==> src/rtl/fp_pkg.sv <==
package fp_pkg;
  localparam int unsigned ADDR_W = 32;
  typedef logic [ADDR_W-1:0] addr_t;
  typedef logic [1:0] ctr_t;

  function automatic ctr_t ctr_step(ctr_t cur, logic taken);
    if (taken) return (cur == 2'd3) ? 2'd3 : cur + 2'd1;
    else       return (cur == 2'd0) ? 2'd0 : cur - 2'd1;
  endfunction
endpackage

==> src/rtl/fp_ctr_table.sv <==
module fp_ctr_table
  import fp_pkg::*;
#(
  parameter int unsigned CTR_N = 64,
  parameter int unsigned ALIGN = 2
) (
  input  logic              clk,
  input  logic              rst_n,
  input  addr_t             rd_pc,
  output logic              rd_pred,
  input  logic              up_valid,
  input  addr_t             up_pc,
  input  logic              up_taken,
  output ctr_t              up_old,
  output logic [2*CTR_N-1:0] ctr_flat
);
  localparam int unsigned IDX_W = $clog2(CTR_N);

  ctr_t ctr_q [CTR_N];
  logic [IDX_W-1:0] rd_idx, up_idx;

  assign rd_idx  = rd_pc[ALIGN +: IDX_W];
  assign up_idx  = up_pc[ALIGN +: IDX_W];
  assign rd_pred = ctr_q[rd_idx][1];
  assign up_old  = ctr_q[up_idx];

  always_ff @(posedge clk) begin
    if (!rst_n) begin
      for (int i = 0; i < CTR_N; i++) ctr_q[i] <= 2'd1;
    end else if (up_valid) begin
      ctr_q[up_idx] <= ctr_step(ctr_q[up_idx], up_taken);
    end
  end

  for (genvar g = 0; g < CTR_N; g++) begin : g_flat
    assign ctr_flat[2*g +: 2] = ctr_q[g];
  end
endmodule

==> src/rtl/fp_btb.sv <==
module fp_btb
  import fp_pkg::*;
#(
  parameter int unsigned BTB_N = 4,
  parameter int unsigned ALIGN = 2
) (
  input  logic             clk,
  input  logic             rst_n,
  input  addr_t            lk_pc,
  output logic             lk_hit,
  output addr_t            lk_target,
  output logic [BTB_N-1:0] lk_match,
  input  logic             wr_en,
  input  logic             ev_en,
  input  addr_t            up_pc,
  input  addr_t            up_target,
  output logic             up_present,
  output logic [BTB_N-1:0] vld_q
);
  localparam int unsigned TAG_W = ADDR_W - ALIGN;
  localparam int unsigned PTR_W = (BTB_N > 1) ? $clog2(BTB_N) : 1;

  logic [TAG_W-1:0] tag_q [BTB_N];
  addr_t            tgt_q [BTB_N];
  logic [BTB_N-1:0] up_match;
  logic [PTR_W-1:0] ptr_q;

  for (genvar g = 0; g < BTB_N; g++) begin : g_cmp
    assign lk_match[g] = vld_q[g] && (tag_q[g] == lk_pc[ADDR_W-1:ALIGN]);
    assign up_match[g] = vld_q[g] && (tag_q[g] == up_pc[ADDR_W-1:ALIGN]);
  end

  assign lk_hit     = |lk_match;
  assign up_present = |up_match;

  always_comb begin
    lk_target = '0;
    for (int i = 0; i < BTB_N; i++)
      if (lk_match[i]) lk_target = lk_target | tgt_q[i];
  end

  always_ff @(posedge clk) begin
    if (!rst_n) begin
      vld_q <= '0;
      ptr_q <= '0;
      for (int i = 0; i < BTB_N; i++) begin
        tag_q[i] <= '0;
        tgt_q[i] <= '0;
      end
    end else if (wr_en) begin
      if (up_present) begin
        for (int i = 0; i < BTB_N; i++)
          if (up_match[i]) tgt_q[i] <= up_target;
      end else begin
        vld_q[ptr_q] <= 1'b1;
        tag_q[ptr_q] <= up_pc[ADDR_W-1:ALIGN];
        tgt_q[ptr_q] <= up_target;
        ptr_q <= (ptr_q == PTR_W'(BTB_N - 1)) ? '0 : ptr_q + 1'b1;
      end
    end else if (ev_en) begin
      for (int i = 0; i < BTB_N; i++)
        if (up_match[i]) vld_q[i] <= 1'b0;
    end
  end
endmodule

==> src/rtl/fp_next_fetch.sv <==
module fp_next_fetch
  import fp_pkg::*;
#(
  parameter int unsigned BTB_N = 4,
  parameter int unsigned CTR_N = 64,
  parameter int unsigned ALIGN = 2
) (
  input  logic        clk,
  input  logic        rst_n,
  input  logic [31:0] lk_pc,
  output logic        lk_hit,
  output logic [31:0] lk_target,
  output logic [31:0] lk_next,
  output logic        lk_pred_taken,
  input  logic        upd_valid,
  input  logic [31:0] upd_pc,
  input  logic        upd_taken,
  input  logic [31:0] upd_target
);
  localparam addr_t STEP = addr_t'(1) << ALIGN;

  ctr_t               upd_old;
  logic [2*CTR_N-1:0] ctr_flat;
  logic [BTB_N-1:0]   lk_match;
  logic [BTB_N-1:0]   vld_q;
  logic               up_present;
  logic               wr_en, ev_en;

  fp_ctr_table #(.CTR_N(CTR_N), .ALIGN(ALIGN)) u_ctr (
    .clk(clk), .rst_n(rst_n),
    .rd_pc(lk_pc), .rd_pred(lk_pred_taken),
    .up_valid(upd_valid), .up_pc(upd_pc), .up_taken(upd_taken),
    .up_old(upd_old), .ctr_flat(ctr_flat)
  );

  // Gating uses the counter value before this resolution's own step.
  assign wr_en = upd_valid &&  upd_taken &&  upd_old[1];
  assign ev_en = upd_valid && !upd_taken && !upd_old[1];

  fp_btb #(.BTB_N(BTB_N), .ALIGN(ALIGN)) u_btb (
    .clk(clk), .rst_n(rst_n),
    .lk_pc(lk_pc), .lk_hit(lk_hit), .lk_target(lk_target), .lk_match(lk_match),
    .wr_en(wr_en), .ev_en(ev_en),
    .up_pc(upd_pc), .up_target(upd_target),
    .up_present(up_present), .vld_q(vld_q)
  );

  assign lk_next = lk_hit ? lk_target : lk_pc + STEP;
endmodule

==> config.mk <==
export PLATFORM = sky130hd
export DESIGN_NAME = fp_next_fetch
export DESIGN_NICKNAME = d
export VERILOG_FILES = /design/src/rtl/fp_pkg.sv /design/src/rtl/fp_ctr_table.sv /design/src/rtl/fp_btb.sv /design/src/rtl/fp_next_fetch.sv
export SDC_FILE = /design/constraint.sdc
export NUM_CORES = 1
export LEC_CHECK = 0
export CAP_MARGIN = 20
export CORE_MARGIN = 4
export CORE_UTILIZATION = 47
export CTS_BUF_LIST = sky130_fd_sc_hd__clkbuf_4 sky130_fd_sc_hd__clkbuf_8 sky130_fd_sc_hd__clkbuf_16
export CTS_CLUSTER_DIAMETER = 120
export DETAILED_ROUTE_END_ITERATION = 16
export PLACE_DENSITY = 0.67
export SYNTH_ARGS = -nofsm -noshare
export SYNTH_HDL_FRONTEND = slang
export SYNTH_SLANG_ARGS = --single-unit
export TNS_END_PERCENT = 100
==> constraint.sdc <==
create_clock -name clk -period 6.3 [get_ports clk]
set_input_delay 0.63 -clock clk [delete_from_list [all_inputs] [get_ports clk]]
set_output_delay 0.63 -clock clk [all_outputs]
set_load 0.02 [all_outputs]
==> results by group, run 1 <==
Finish
  – Non-Filler Instances: ~2,600
  – Final Net Count: approximately 2,000
  – Layout cell share with drive strength beyond 1: between 10 and 15%
  – Layout area overhead: 16.94%

Clock tree
  – CTS Root Cell: clkbuf_16
  – Cts repair resizes: 0
  – Post-CTS Setup Inserts: 0
  – CTS HTree Levels: 2
  – Hold-fix buffers, CTS: 0
  – CTS tree: built
  – Clock sink total: ~380
  – Clk buf depth: 3
  – Clk_lat worst skew: about 0.57 ns
  – Clock slew seen by the registers of the worst setup and hold paths: about 0.06 ns
  – CTS buffer count: 43

Power and ir drop
  – Switching power total: ~1500 uW
  – P per Cell Area: 249.9 nW/um^2
  – Reg power frac: 47.6%
  – Gate power share: 11.7%
  – Total internal power: between 4000 and 5000 uW
  – Switching Fraction: 25.14%
  – Leakage power total: slightly below 0.009 uW
  – Clock power share: 40.6%
  – Max VDD drop: between 0.15 and 0.2 mV

Yosys
  – Post-synthesis simple-gate area fraction: around 19%
  – Unique masters post-synth: 68
  – Yosys warnings: 0
  – Syn Nets: about 1,900
  – Mux contribution to synthesized area: under 10%
  – Synthesized area: 21,090 sq um
  – Register area share after synthesis: between 50 and 60%
  – Post-synthesis compound-gate area fraction: under 10%
  – Ys async rst share: 0%
  – Post-synthesis xor/xnor area fraction: about 11%
  – Yosys reg bits: between 300 and 400
  – Main combinational cell family by area after synthesis: simple AND/OR/NAND/NOR gates
  – Mapped Avg Cell Area: roughly 11 sq um
  – Synth area leader: edfxtp_1
  – Syn Inst Count: between 1,500 and 2,000
  – Post-synth top area share: 53.55%
  – Post-synth EDFFs: roughly 380
  – Post-synthesis adder-cell area fraction: less than 1%
  – Top cells by area, synth: edfxtp_1, xor2_1, xnor2_1
  – Main flop type after synthesis: edfxtp_1

GRT
  – GRT overflow: 0
  – Largest net degree at the start of global routing: roughly 120
  – Vias in the first global route: approximately 15,000
  – Initial antenna violation count: 0
  – GRT Resource Usage Total: between 20% and 30%
  – First-pass GRT wire length: just under 100,000 um

Floorplanning
  – IO Pins: roughly 170
  – Core Box Area: roughly 44,000 sq um
  – Horiz. Die Dim: around 220 um
  – Die Y: 219.8 um
  – Row Count: 77
  – DIE AREA: 48,310 sq um
  – Starting Density: 47.58%

Worst setup path
  – Crit-path leading delay family: buffers and inverters
  – Crit path arrival time: about 4.4 ns
  – CP peak stage delay: between 0.7 and 0.8 ns
  – WP buf/inv: 4
  – Worst-path cell chain: clkdlybuf4s50_1 -> xor2_1 -> nor4_1 -> nand4_1 -> nor4_2 -> buf_4 -> nor4_2 -> buf_4 -> o21ai_1 -> o21a_1 -> clkdlybuf4s50_1
  – Setup crit end kind: output pin
  – Worst EP required: 5.67 ns
  – Crit path kind: input pin to output pin
  – Startpoint types: input pin
  – Crit path max fanout: 34
  – CP max-delay cell: clkdlybuf4s50_1

Timing
  – Number of max-slew violations in the final report: 0
  – Sum Neg Setup Slack: 0 ns
  – Final Hold Viols: 0
  – Worst Skew: about 0.017 ns
  – Least-Margin Pin Slew: ~1.1 ns
  – RSZ-0062 raised after global routing: no
  – Max Clk Rate: 199.1 MHz
  – Crit share post-route: about 80%
  – Worst slew margin: between 20% and 30%
  – Final setup fails: 0
  – Final Critical Period: approximately 5 ns

Route
  – Post-Route WL: approximately 67,000 um
  – Vias: 15,715
  – DRT iter0 DRCs: around 2,000
  – Drt drc: 0
  – DRT Pass-1 Iters: 6
  – Drt wl/cell: roughly 26 um
  – Vias per inst: around 6
  – Antenna Nets Post-Route: 0

Placed design
  – Port buffer count: 163
  – Placed Cells: approximately 2,500
  – RePlAce Congestion: around 1.0
  – Hpwl dp: between 40,000 and 50,000 um

Worst hold path
  – Hold Crit Class: flop to flop

Status
  – Status: finished clean

Run
  – Max-cap check violation count: 0
==> worst register-to-register path: cells and delay by family (launching register included) <==
kind / cells / cell delay, ns
AOI/OAI and AO/OA: 1 / 0.14
DFF: 1 / 0.43
xor gates and xnor gates: 1 / 0.19
and+or+nand+nor: 5 / 2.27
buffers and inverters: 1 / 0.38
==> cell usage in the layout (no fill, tap or decap), types with 7 or more instances in the layout <==
master,instances
a22oi_1,73
clkinv_2,9
inv_1,12
clkbuf_16,45
and3_1,101
o21ai_0,50
nor2_1,64
a21oi_1,26
nor4_1,40
xor2_1,149
edfxtp_1,376
nand2_1,112
mux2i_1,26
nor3_1,46
xnor2_1,118
nand4_1,44
a221oi_1,10
clkinv_1,13
nand3_1,90
mux4_2,28
and2_1,160
a21o_1,18
clkdlybuf4s50_1,159
buf_4,56
nor4_2,7
==> final cells by class <==
cell class,count,area [sq um]
fillers,3754,19660
flip-flops and latches,382,11410
multi-input cells,1264,8935
repair buffers,224,2120
clock buffers,48,1149
well taps,592,740.7
clock inverters,30,245.2
inverters,14,52.55
diodes,2,5.005
==> worst paths after layout <==
kind / cells past startpoint / endpoint / startpoint / slack [ns]
worst min register to register: 2 / u_btb.vld_q[3]$_SDFFE_PN0P_ / u_btb.vld_q[3]$_SDFFE_PN0P_ / 0.60
worst min-delay path: 2 / u_btb.vld_q[3]$_SDFFE_PN0P_ / u_btb.vld_q[3]$_SDFFE_PN0P_ / 0.60
worst max-delay path: 11 / lk_next[8] / lk_pc[19] / 1.28
worst max register to register: 8 / u_btb.tgt_q[0][27]$_DFFE_PP_ / u_btb.tag_q[0][14]$_SDFFCE_PN0P_ / 2.48
==> cells by family after synthesis <==
kind of cell | count (synthesis)
and+or+nand+nor | 710
buffers and inverters | 195
adders and majority gates | 7
xor gates and xnor gates | 267
muxes | 64
AOI/OAI and AO/OA | 216
DFF | 382
==> layer usage <==
metal  global-route usage, %  wire [um]
met3                   4.523       6281
met5                       0          0
met4                   9.588       2703
met2                   43.84      31640
met1                   37.38      26080
==> power groups by stage <==
stage / Clock, uW / Sequential [uW] / Combinational (uW)
global placement: 0 / 2980 / 702
finish: 2500 / 2940 / 722
detailed placement: 0 / 2990 / 706
floorplan: 0 / 2970 / 445
global route: 2630 / 2940 / 760
CTS: 2530 / 2930 / 711
==> synthesized netlist by cell type, drive strengths merged (3+ instances only) <==
master	count
clkbuf	121
a221oi	10
nor3	51
o211ai	3
buf	60
o2bb2ai	5
nand4b	3
a22oi	73
nor3b	3
inv	14
o31ai	5
edfxtp	376
mux2i	26
ha	5
nand2b	5
nor2b	4
a21o	18
nand4	44
xnor2	118
dfxtp	6
nor4b	4
or4	6
nor4	47
nor2	67
a21oi	26
mux4	28
and2	160
mux2	10
and3	101
and4	4
xor2	149
nand2	112
a31oi	5
o21ai	55
nand3	90
==> state kept, by name, indices dropped and copies added, names as in the netlist <==
register     count
u_btb.ptr_q      2
u_btb.tag_q    120
u_ctr.ctr_q    128
u_btb.vld_q      4
u_btb.tgt_q    128
==> per-stage QoR <==
step	hold slack [ns]	total power (uW)	setup slack [ns]	utilization, %	area (sq um)
global placement	0.5693	3685	1.231	52.46	23250
global route	0.6375	6336	1.112	55.63	24650
floorplan	0.4680	3419	1.226	-	21090
finish	0.6032	6162	1.277	55.64	24660
CTS	0.5925	6174	1.288	55.61	24640
detailed placement	0.5754	3694	1.302	52.46	23250
Power figures use the tool's default switching activity.
==> run 2, diff against run 1 <==
Settings changed: PLACE_DENSITY 0.67 to 0.69.
Clock period 6.3 ns to 4 ns, I/O delays scaled along.
==> run 2 against run 1 <==
Register-to-register slack worse by 2.0 ns. Count of clock-buffer cells in the layout is 11 higher. Clock skew is 0.0080 ns higher. Sequential cell count stayed put. First-iteration DRC count is 0.20% lower. Sequential power is 57% higher. Wire length is 1.5% higher. Critical path depth is 1 higher. Hold slack worse by 0.19 ns. Total power is 59% higher. Largest cell class unchanged.
==> results by group, run 2 (synthesis results as in run 1) <==
Status
  – Status: finished clean

Clock tree
  – CTS HTree Levels: 2
  – Clock slew seen by the registers of the worst setup and hold paths: about 0.05 ns
  – CTS tree: built
  – Clk buf depth: 3
  – CTS Root Cell: clkbuf_16
  – Clock sink total: roughly 380
  – Clk_lat worst skew: 0.58 ns
  – CTS buffer count: between 40 and 50
  – Hold-fix buffers, CTS: 0

Route
  – Antenna Nets Post-Route: 0
  – Vias: about 16,000
  – DRT Pass-1 Iters: 6
  – Drt wl/cell: about 25 um
  – Drt drc: 0
  – Post-Route WL: approximately 68,000 um
  – Vias per inst: about 6
  – DRT iter0 DRCs: slightly below 2,000

Timing
  – Final setup fails: 0
  – Final Hold Viols: 0
  – Worst Skew: approximately 0.025 ns
  – Worst slew margin: approximately 20%
  – Number of max-slew violations in the final report: 0
  – Crit share post-route: 99.48%
  – RSZ-0062 raised after global routing: no
  – Max Clk Rate: between 200 and 300 MHz
  – Final Critical Period: just under 4 ns
  – Least-Margin Pin Slew: around 1.2 ns

Placed design
  – RePlAce Congestion: roughly 0.93
  – Port buffer count: about 160
  – Placed Cells: 2,610
  – Hpwl dp: roughly 48,000 um

Worst setup path
  – Crit path kind: input pin to output pin
  – Setup crit end kind: output pin
  – Worst EP required: 3.60 ns
  – Crit path max fanout: 12
  – Crit path arrival time: 3.58 ns
  – Startpoint types: input pin

Finish
  – Non-Filler Instances: around 2,700
  – Multi-input gate area: 9045 sq um
  – Layout cell share with drive strength beyond 1: 16.69%
  – Layout area overhead: 24.37%
  – Commonest non-fill, non-tap cells in the layout: edfxtp_1, and2_1, buf_4, xor2_1, xnor2_1
  – Filler cells: roughly 3,700
  – Ant. Diodes: 0
  – Reg area: ~11,000 sq um
  – Biggest regs: u_btb.tgt_q (128), u_ctr.ctr_q (128), u_btb.tag_q (120)
  – Final Net Count: about 2,200
  – Leading cell type in the layout, fill and taps excluded: edfxtp_1

Floorplanning
  – Starting Density: a little under half
  – Horiz. Die Dim: 219.8 um
  – IO Pins: around 170
  – Row Count: 77
  – Core Box Area: 44,320 sq um
  – Die Y: approximately 220 um
  – DIE AREA: 48,310 sq um

GRT
  – Vias in the first global route: about 16,000
  – Initial antenna violation count: 0
  – GRT overflow: 0
  – GRT Resource Usage Total: between 20% and 30%
  – First-pass GRT wire length: between 90,000 and 100,000 um
  – Largest net degree at the start of global routing: 67

Power and ir drop
  – Leakage power total: between 0.01 and 0.015 uW
  – Total internal power: roughly 7300 uW
  – Clock power share: roughly 40%
  – Switching power total: around 2500 uW
  – Switching Fraction: ~25%
  – Gate power share: a little over an eighth
  – P per Cell Area: roughly 370 nW/um^2
  – Reg power frac: between 40% and 50%
  – Max VDD drop: approximately 0.32 mV
  – Final total power: about 9800 uW

Worst hold path
  – Hold Crit Class: input pin to flop

Run
  – Max-cap check violation count: 0
==> run 2: cell count changes in the layout (fill, tap and decap cells not counted), sizes merged, moves of 3 or more <==
cell | previous run | this run
buf | 64 | 202
clkdlybuf4s50 | 159 | 111
dlygate4sd2 | 0 | 31
dlymetal6s2s | 0 | 15
clkbuf | 49 | 59
clkinv | 23 | 17
clkinvlp | 3 | 0
==> run 2: path summary, 6_finish.rpt <==
| kind | startpoint | end | slack [ns] | cells past startpoint |
|---|---|---|---|---|
| worst max-delay path | lk_pc[3] | lk_next[11] | 0.02 | 12 |
| worst min-delay path | upd_pc[4] | u_btb.tag_q[1][2]$_SDFFCE_PN0P_ | 0.41 | 2 |
| worst max register to register | u_btb.tag_q[3][15]$_DFFE_PP_ | u_btb.tgt_q[0][3]$_DFFE_PP_ | 0.52 | 9 |
| worst min register to register | u_btb.vld_q[3]$_SDFFE_PN0P_ | u_btb.vld_q[3]$_SDFFE_PN0P_ | 0.61 | 2 |
==> run 2: timing repair <==
item | 4_1_cts | 5_1_grt
buffers inserted | 0 | 1
setup endpoints to repair | 64 | 26
cloned | 0 | 0
pin swaps | 6 | 2
resized for setup | 49 | 19
==> run 2: final cells by class <==
class	count	area share [%]
sequential	382	43.51
timing repair buffer	359	13.75
tap	592	2.825
multi-input combinational	1264	34.49
clock inverter	19	0.5296
clock buffer	59	4.695
inverter	14	0.2004
==> run 2: worst max-delay path, stage by stage <==
cell	delay, ns
clkdlybuf4s50_1	0.51
buf_12	0.20
xor2_1	0.16
nor4_1	0.26
nand4_1	0.22
nor4_4	0.50
buf_12	0.18
buf_4	0.21
a22oi_1	0.11
nand2_1	0.12
a21o_1	0.11
clkdlybuf4s50_1	0.60
==> run 2: power by group through the flow <==
stage	clock network (uW)	logic [uW]	registers, uW
2_1_floorplan	0	701	4680
3_3_place_gp	0	1240	4700
3_5_place_dp	0	1250	4710
4_1_cts	3940	1260	4630
5_1_grt	4080	1340	4640
6_report	3890	1280	4630
==> run 2: routing by layer <==
layer	track usage, %	wire [um]	share of wire, %	up-vias
met5	0	0	0	-
met4	9.336	2244	3.3	0
met3	3.682	5465	8.1	140
met2	45.98	33140	49	793
met1	36.93	26880	40	7961
li1	-	-	-	7175
==> run 2: metrics by stage <==
stage / setup slack (ns) / utilization [%] / area [sq um] / setup TNS (ns) / hold slack [ns]
floorplan: -0.6138 / - / 21090 / -73.65 / 0.4680
global placement: -0.3414 / 55.76 / 24710 / -14.57 / 0.5810
detailed placement: -0.4058 / 55.77 / 24720 / -17.08 / 0.6042
CTS: 0.0008142 / 59.05 / 26170 / 0 / 0.3985
global route: 0.003042 / 59.17 / 26220 / 0 / 0.4217
finish: 0.02091 / 59.17 / 26220 / 0 / 0.4094
==> run 3, diff against run 2 <==
Settings changed: CORE_MARGIN 4 to 2, CTS_CLUSTER_SIZE set to 20.
==> run 3 against run 2 <==
Worst setup slack gained 0.070 ns. Non-clock buffer count shrank 26. Via count shrank 1.1%. Largest cell class unchanged. Wire length shrank 1.3%. Largest power group unchanged. Highest routed layer unchanged. Register-to-register slack gained 0.33 ns. Utilization shrank 2.0 points. Hold slack gained 0.050 ns. Die area shrank 3.6%. Critical endpoint is now lk_next[31]. Combinational power is essentially flat. Cell count shrank 2.6%. Critical path type unchanged. Sequential share of layout area grew 1.6 points.
==> results by group, run 3 (synthesis results as in run 1) <==
Finish
  – Leading cell type in the layout, fill and taps excluded: edfxtp_1
  – Commonest non-fill, non-tap cells in the layout: edfxtp_1, and2_1, xor2_1, clkdlybuf4s50_1, buf_4
  – Filler cells: about 3,600
  – Final Net Count: between 2,000 and 2,500
  – Multi-input gate area: roughly 9000 sq um
  – Post-route cell area: around 25,000 sq um
  – Layout cell share with drive strength beyond 1: 13.73%
  – Non-Filler Instances: roughly 2,600
  – Biggest regs: u_btb.tgt_q (128), u_ctr.ctr_q (128), u_btb.tag_q (120)
  – Reg area: approximately 11,000 sq um
  – Layout area overhead: 19.88%

Clock tree
  – CTS tree: built
  – CTS buffer count: 23
  – Clock slew seen by the registers of the worst setup and hold paths: around 0.09 ns
  – CTS HTree Levels: 1
  – CTS Root Cell: clkbuf_16
  – Clk buf depth: 3
  – Clock sink total: between 300 and 400
  – Clk_lat worst skew: ~0.57 ns
  – Hold-fix buffers, CTS: 0

Timing
  – Final setup fails: 0
  – Number of max-slew violations in the final report: 0
  – Max Clk Rate: 255.8 MHz
  – Final Hold Viols: 0
  – Least-Margin Pin Slew: 1.090 ns
  – Crit share post-route: between 90% and 100%
  – Final Critical Period: 3.909 ns
  – Worst slew margin: approximately 27%
  – Worst Skew: 0.03817 ns

Power and ir drop
  – P per Cell Area: 329.3 nW/um^2
  – Gate power share: 15.0%
  – Total internal power: 6136 uW
  – Max VDD drop: approximately 0.34 mV
  – Reg power frac: a little under three fifths
  – Switching power total: 2189 uW
  – Clock power share: 29.5%
  – Leakage power total: 0.009472 uW
  – Switching Fraction: roughly a quarter

Worst setup path
  – Startpoint types: input pin
  – CP max-delay cell: clkdlybuf4s50_1
  – Setup crit end kind: output pin
  – Crit path max fanout: 7
  – Crit path arrival time: 3.51 ns
  – Reg2Reg Setup Slack: between 0.8 and 0.9 ns
  – Crit path kind: input pin to output pin
  – CP peak stage delay: roughly 0.59 ns
  – RR Startpoint: u_btb.tag_q[3][7]$_DFFE_PP_
  – Worst-case reg-to-reg path depth: 10
  – Worst-path cell chain: clkdlybuf4s50_1 -> buf_12 -> and4_1 -> and4_1 -> nand2_1 -> nor2_1 -> buf_4 -> and3_1 -> nand3_1 -> xnor2_1 -> a21o_1 -> clkdlybuf4s50_1
  – Worst EP required: between 3 and 4 ns
  – FF-to-FF End: u_btb.tgt_q[0][28]$_DFFE_PP_

GRT
  – Largest net degree at the start of global routing: 84
  – Initial antenna violation count: 2
  – GRT Resource Usage Total: between 20% and 30%
  – First-pass GRT wire length: between 90,000 and 100,000 um
  – Vias in the first global route: approximately 16,000
  – GRT overflow: 0

Route
  – DR WL met2: around 32,000 um
  – DRT Pass-1 Iters: 6
  – Drt drc: 0
  – Vias: between 15,000 and 20,000
  – Top sig layer: met4
  – Drt wl/cell: ~26 um
  – DRT iter0 DRCs: about 1,700
  – Met3 Wirelength: ~5300 um
  – DRT met1 WL: around 26,000 um
  – Vias per inst: about 6.1
  – Antenna Nets Post-Route: 0
  – Post-Route WL: between 60,000 and 70,000 um

Status
  – Status: finished clean

Floorplanning
  – Starting Density: 47.68%
  – Core Box Area: 44,220 sq um
  – Row Count: 77
  – DIE AREA: 46,570 sq um
  – Die Y: roughly 220 um
  – Horiz. Die Dim: 215.8 um
  – IO Pins: ~170

Placed design
  – Port buffer count: between 150 and 200
  – Placed Cells: between 2,000 and 3,000
  – Placed inst area: 24,460 sq um
  – Hpwl dp: between 40,000 and 50,000 um
  – RePlAce Congestion: ~0.97

Run
  – Max-cap check violation count: 0

Worst hold path
  – Hold path endpoint: u_btb.ptr_q[1]$_SDFFE_PN0P_
  – Worst hold path depth: 4
  – Worst hold start: rst_n
  – Hold Crit Class: input pin to flop
==> run 3: cell types whose count changed in the layout (fill, tap and decap cells not counted), moves of 3 or more <==
| cell | previous run | this run |
|---|---|---|
| clkdlybuf4s50_1 | 111 | 135 |
| buf_4 | 153 | 131 |
| clkinv_1 | 8 | 0 |
| clkbuf_16 | 45 | 24 |
| clkinv_2 | 8 | 0 |
| buf_6 | 4 | 0 |
| buf_12 | 41 | 38 |
| dlymetal6s2s_1 | 15 | 21 |
| nor4_1 | 31 | 35 |
| clkbuf_4 | 14 | 7 |
| dlygate4sd2_1 | 31 | 3 |
==> run 3: cell type report <==
cell class                      count  share of cell area [%]
Multi-Input combinational cell   1264                   35.54
Sequential cell                   382                   45.15
Clock buffer                       30                   2.485
Antenna cell                        2                 0.01980
Timing Repair Buffer              333                   13.57
Clock inverter                      2                 0.09900
Inverter                           14                  0.2079
Tap cell                          592                   2.930
==> run 3: worst max path at each step <==
stage / from / to
finish: lk_pc[7] / lk_next[31]
global route: u_btb.tag_q[3][7]$_DFFE_PP_ / lk_next[27]
CTS: lk_pc[18] / lk_next[13]
detailed placement: lk_pc[11] / lk_next[12]
global placement: lk_pc[11] / lk_next[12]
floorplan: upd_pc[2] / u_btb.tag_q[2][0]$_SDFFCE_PN0P_
==> run 3: per-stage QoR <==
step / util, % / worst slack [ns] / hold WS, ns / TNS, ns / power [uW]
after floorplan: - / -0.6138 / 0.4680 / -73.65 / 5385
after global placement: 55.31 / -0.05844 / 0.5848 / -0.2680 / 5919
after detailed placement: 55.31 / -0.1100 / 0.5847 / -0.7783 / 5935
after CTS: 56.85 / 0.0005933 / 0.4255 / 0 / 8312
after global routing: 57.16 / -0.006111 / 0.4602 / -0.006111 / 8537
final: 57.16 / 0.09103 / 0.4596 / 0 / 8325
==> run 3: repair_timing <==
item,4_1_cts,5_1_grt
gates cloned,0,1
pin swaps,0,2
setup endpoints to repair,27,56
resized for setup,7,26
setup buffers,0,4
==> run 3: worst max-delay path, delay by kind of cell <==
family	cells	cell delay, ns
buffers and inverters	4	1.40
AND/OR/NAND/NOR	6	1.20
XOR/XNOR	1	0.32
AO/OA/AOI/OAI	1	0.17
==> run 3: power groups by stage <==
stage / clock, uW / sequential [uW] / combinational [uW]
final: 2460 / 4620 / 1250
after CTS: 2460 / 4610 / 1240
after global routing: 2590 / 4630 / 1320
after detailed placement: 0 / 4710 / 1230
after floorplan: 0 / 4680 / 701
after global placement: 0 / 4700 / 1220
==> run 3: per-layer routing <==
metal / vias up / global-route usage (%)
met2: 770 / 46.73
li1: 7062 / -
met5: - / 0
met1: 7888 / 37.27
met3: 170 / 3.340
met4: 0 / 12.48
